`src/rtl/vcfg_pkg.sv`:
```
package vcfg_pkg;
    localparam int SEW_W  = 2;
    localparam int LMUL_W = 3;
    localparam int VT_LMUL_LSB = 0;
    localparam int VT_SEW_LSB  = 3;
    localparam logic [LMUL_W-1:0] LMUL_RESERVED = 3'b100;
    localparam logic [LMUL_W-1:0] LMUL_ONE      = 3'b000;
endpackage

```
`src/rtl/vcfg_vlmax.sv`:
```
module vcfg_vlmax
    import vcfg_pkg::*;
#(
    parameter int VLEN = 128,
    localparam int VLW = $clog2(VLEN) + 1
) (
    input  logic [SEW_W-1:0]  sew,
    input  logic [LMUL_W-1:0] lmul,
    output logic [VLW-1:0]    vlmax,
    output logic              frac,
    output logic              illegal
);
    localparam logic [VLW-1:0] VLEN_V = VLW'(VLEN);

    logic [3:0] shift;

    always_comb begin
        frac = lmul[2] && (lmul != LMUL_RESERVED);
        if (!lmul[2]) begin
            shift = 4'd3 + {2'b00, sew} - {2'b00, lmul[1:0]};
        end else begin
            shift = 4'd3 + {2'b00, sew} + (4'd4 - {2'b00, lmul[1:0]});
        end
        vlmax   = VLEN_V >> shift;
        illegal = (lmul == LMUL_RESERVED) || (vlmax == '0);
    end
endmodule

```
`src/rtl/vcfg_grant.sv`:
```
module vcfg_grant #(
    parameter int XLEN = 32,
    parameter int VLW  = 8
) (
    input  logic [XLEN-1:0] avl,
    input  logic [VLW-1:0]  vlmax,
    input  logic [VLW-1:0]  cur_vl,
    input  logic            rd_zero,
    input  logic            rs1_zero,
    input  logic            illegal,
    output logic [VLW-1:0]  new_vl
);
    logic [XLEN-1:0] vlmax_x;

    always_comb begin
        vlmax_x = {{(XLEN-VLW){1'b0}}, vlmax};
        if (illegal) begin
            new_vl = '0;
        end else if (!rs1_zero) begin
            new_vl = (avl < vlmax_x) ? avl[VLW-1:0] : vlmax;
        end else if (!rd_zero) begin
            new_vl = vlmax;
        end else begin
            new_vl = cur_vl;
        end
    end
endmodule

```
`src/rtl/vcfg_unit.sv`:
```
module vcfg_unit
    import vcfg_pkg::*;
#(
    parameter int VLEN = 128,
    parameter int XLEN = 32,
    localparam int VLW = $clog2(VLEN) + 1
) (
    input  logic              clk,
    input  logic              rst_n,
    input  logic              req_valid,
    input  logic              req_rd_zero,
    input  logic              req_rs1_zero,
    input  logic [XLEN-1:0]   req_avl,
    input  logic [SEW_W-1:0]  req_sew,
    input  logic [LMUL_W-1:0] req_lmul,
    output logic [XLEN-1:0]   wb_data,
    output logic [VLW-1:0]    vl_o,
    output logic [XLEN-1:0]   vtype_o
);
    typedef struct packed {
        logic [VLW-1:0]  vl;
        logic [XLEN-1:0] vtype;
    } cfg_state_t;

    localparam logic [XLEN-1:0] VILL_ONLY = {1'b1, {(XLEN-1){1'b0}}};

    cfg_state_t st_d, st_q;
    logic [VLW-1:0] vlmax;
    logic           frac, illegal;
    logic [VLW-1:0] new_vl;

    vcfg_vlmax #(.VLEN(VLEN)) u_vlmax (
        .sew(req_sew), .lmul(req_lmul),
        .vlmax(vlmax), .frac(frac), .illegal(illegal)
    );

    vcfg_grant #(.XLEN(XLEN), .VLW(VLW)) u_grant (
        .avl(req_avl), .vlmax(vlmax), .cur_vl(st_q.vl),
        .rd_zero(req_rd_zero), .rs1_zero(req_rs1_zero),
        .illegal(illegal), .new_vl(new_vl)
    );

    always_comb begin
        st_d    = st_q;
        wb_data = '0;
        if (req_valid) begin
            st_d.vl = new_vl;
            wb_data = {{(XLEN-VLW){1'b0}}, new_vl};
            if (illegal) begin
                st_d.vtype = VILL_ONLY;
            end else begin
                st_d.vtype = '0;
                st_d.vtype[VT_SEW_LSB +: SEW_W]   = req_sew;
                st_d.vtype[VT_LMUL_LSB +: LMUL_W] = frac ? LMUL_ONE : req_lmul;
            end
        end
    end

    always_ff @(posedge clk or negedge rst_n) begin
        if (!rst_n) begin
            st_q.vl    <= '0;
            st_q.vtype <= VILL_ONLY;
        end else begin
            st_q <= st_d;
        end
    end

    assign vl_o    = st_q.vl;
    assign vtype_o = st_q.vtype;

    assert_grant_le_avl_R2: assert property (@(posedge clk) disable iff (!rst_n)
        (req_valid && !req_rs1_zero) |-> (wb_data <= req_avl));

    assert_frac_lmul_one_R4: assert property (@(posedge clk) disable iff (!rst_n)
        (req_valid && frac && !illegal) |=> (vtype_o[2:0] == 3'b000 && !vtype_o[XLEN-1]));

    assert_keep_vl_R6: assert property (@(posedge clk) disable iff (!rst_n)
        (req_valid && req_rd_zero && req_rs1_zero && !illegal) |=> $stable(vl_o));

    assert_vill_zero_vl_R7: assert property (@(posedge clk) disable iff (!rst_n)
        vtype_o[XLEN-1] |-> (vl_o == '0));

    assert_idle_hold_R9: assert property (@(posedge clk) disable iff (!rst_n)
        !req_valid |=> ($stable(vl_o) && $stable(vtype_o)));
endmodule

```
`config.mk`:
```
export PLATFORM = sky130hd
export DESIGN_NAME = vcfg_unit
export DESIGN_NICKNAME = d
export VERILOG_FILES = /design/src/rtl/vcfg_pkg.sv /design/src/rtl/vcfg_vlmax.sv /design/src/rtl/vcfg_grant.sv /design/src/rtl/vcfg_unit.sv
export SDC_FILE = /design/constraint.sdc
export NUM_CORES = 1
export LEC_CHECK = 0
export ABC_CLOCK_PERIOD_IN_PS = 8800
export CAP_MARGIN = 20
export CORE_MARGIN = 10
export CORE_UTILIZATION = 34
export CTS_BUF_LIST = sky130_fd_sc_hd__clkbuf_4 sky130_fd_sc_hd__clkbuf_8
export CTS_CLUSTER_SIZE = 12
export DETAILED_ROUTE_END_ITERATION = 16
export DONT_BUFFER_PORTS = 1
export SLEW_MARGIN = 0
export SYNTH_ARGS = -nofsm -noshare
export SYNTH_HDL_FRONTEND = slang
export SYNTH_HIERARCHICAL = 1
export SYNTH_SLANG_ARGS = --single-unit
export TNS_END_PERCENT = 30
```
`constraint.sdc`:
```
create_clock -name clk -period 8.8 [get_ports clk]
set_input_delay 0 -clock clk [delete_from_list [all_inputs] [get_ports clk]]
set_output_delay 0 -clock clk [all_outputs]
set_load 0.02 [all_outputs]
```
==> impl_metrics.json <==
{
  "status": "finished, final reports clean",
  "tightest_slew_ps": 765.9,
  "vdd_drop_max_mv": 0.07966,
  "yosys_warnings": 6,
  "routabilityCongestion": 0.7960,
  "hold_violations": 0,
  "synth_edf_count": 0,
  "max_freq_ghz": 0.2570,
  "postCtsHoldBufs": 7,
  "synth_area_um2": 1799,
  "antenna_left": 0,
  "grt_max_degree": 20,
  "synth_area_per_cell_um2": 8.951,
  "synth_flop_cell": "dfrtp_1",
  "drc": 0,
  "synth_top_area_share_pct": 21.28,
  "cp.arrival_ps": 3890,
  "ys_types": 43,
  "cts_tree": "built",
  "vias": 1246,
  "p_leak_uw": 0.0008180,
  "dp_hpwl_mm": 4.024,
  "holdWs_ps": 64.67,
  "fin_crit_ps": 3891,
  "synth_top_cells_by_area": "buf_4 21%, dfrtp_1 18%, ha_1 8.3%, o221a_1 5.0%, mux2i_1 4.5%",
  "die_y_um": 92.75,
  "drv_slew": 0,
  "viasPerCell": 4.547,
  "insertion_delay_ps": 240,
  "regArea_um2": 351.6,
  "async_reset_ff_share_pct": 100.0,
  "syn_to_final_growth_pct": -1.460,
  "drive_above_1_share_pct": 13.73,
  "hold_class": "primary input to flop",
  "cp_slowest_stage_delay_ps": 420,
  "min_period_over_period_pct": 44.22,
  "grt_overflow": 0,
  "fill_cells": 572,
  "detail_route.first_pass.iterations": 4,
  "critPathSlowestCell": "fa_1",
  "synthCells": 201,
  "slew_headroom_pct": 48.77,
  "antenna_found_initial": 0,
  "end_kind": "output pin",
  "drtIter0Drc": 87,
  "wirelength_mm": 4.721,
  "core_area_um2": 5107,
  "die_area_um2": 8602,
  "start_util_pct": 35.23,
  "crit_fanout": 8,
  "path_clk_slew_ps": 60,
  "grt_pass1_wl_mm": 7.486,
  "antenna_cells": 0,
  "postCtsSetupBuffers": 0,
  "tns_ps": 0,
  "cts_num_sinks": 14,
  "place_ws_ps": 4801,
  "rows": 26,
  "cellPowerDensity_nw_per_um2": 144.6,
  "layout.nets": 261,
  "root_buffer": "clkbuf_8",
  "cts_resized": 0,
  "fin_ws_ps": 4909,
  "synth-seq-area-share_pct": 19.54,
  "worst-setup-path-type": "primary input to output pin",
  "worstPathCellList": "inv_1 -> ha_1 -> inv_1 -> ha_1 -> ha_1 -> inv_1 -> fa_1 -> mux2i_2 -> nor3b_2 -> inv_1 -> ha_1 -> a211oi_2 -> o21ai_1 -> a2111oi_2 -> nand2b_1 -> o221a_1 -> and2_1",
  "setup_viol": 0,
  "multi_input_area_um2": 1122,
  "wl_per_cell_um": 17.23,
  "drv_cap": 0,
  "required_ps": 8800,
  "numCtsBuffers": 3,
  "synth_common_cells": "51 x buf_4, 21 x inv_1, 13 x dfrtp_1",
  "io_pins": 114,
  "synth.most_common_cell": "buf_4",
  "synth_area_leader_cell": "buf_4",
  "grt_usage_pct": 10.56,
  "clockBufferDepth": 2,
  "skew_ps": 0,
  "crit_path_start_kind": "primary input",
  "cts_max_level": 1,
  "ys_ff_latch": 14,
  "dieWidth_um": 92.75,
  "grt_pass1_vias": 1423,
  "portBuffers": 0,
  "rsz0062_at_grt": "false"
}
layer usage:
metal  up-vias  track usage, %  wire, um
met5         -               0         0
met4         0          0.7712         4
met3         2           7.506       761
met2        61           18.06      2296
met1       587           10.75      1659
li1        596               -         -
power breakdown:
group	switching (uW)	total (uW)	internal [uW]
clock	23.1	62.7	39.6
combinational	62.5	100	38.0
sequential	19.7	93.2	73.5
total	105	256	151
cells by family after synthesis:
logic type	after synthesis	share of synthesized area [%]
xor gates and xnor gates	1	0.4869
other	1	0.2084
adders and majority gates	14	10.57
AOI/OAI and AO/OA	33	14.40
muxes	18	11.27
buffers and inverters	79	28.30
and+or+nand+nor	41	15.23
DFF	14	19.54
worst paths after layout:
check	from	endpoint	slack, ps	cells past startpoint
max reg2reg	vtype_o[3]	vtype_o[3]	7480	3
min in group asynchronous	rst_n	vtype_o[1]	220	1
max in group asynchronous	rst_n	vl_o[4]	8160	1
min reg2reg	vtype_o[0]	vtype_o[0]	650	2
max	req_sew[0]	wb_data[7]	4910	17
min	req_lmul[0]	vtype_o[0]	60	3
stage by stage:
stage          power (uW)  util [%]  std cells  area, um2
2_1_floorplan       193.1         -        250       1983
3_5_place_dp        188.4     32.26        263       1648
5_1_grt             275.3     34.71        274       1773
3_3_place_gp        186.9     32.26        263       1648
4_1_cts             258.4     34.71        274       1773
6_report            256.3     34.71        274       1773
worst max-delay path: cells and delay by family:
kind	cells	cell delay (ps)
adders and majority gates	5	1510
muxes	1	320
buffers and inverters	4	210
AOI/OAI and AO/OA	4	1030
and+or+nand+nor	3	800
layout make-up:
type / count / area share [%]
inverters: 21 / 4.446
clock buffers: 4 / 3.105
flip-flops and latches: 14 / 19.83
well taps: 70 / 4.940
repair buffers: 8 / 4.375
multi-input cells: 157 / 63.30
flip-flops by register name, indices dropped and copies added, names as in the netlist:
| name | cells |
|---|---|
| vl_o | 8 |
| vtype_o | 6 |
cells in the final DEF (no fill, tap or decap), types with 6 or more instances in the layout:
cell           netlist  final
inv_1               21     21
a21oi_1              9      9
dlygate4sd3_1        0      7
and2_1               8      8
mux2_2               7      7
dfrtp_1             13     13
conb_1               1     50
nand2_1              6      6
mux2i_1              8      8
o221a_1              8      8
ha_1                12     12
(Power assumes the default switching activity.)
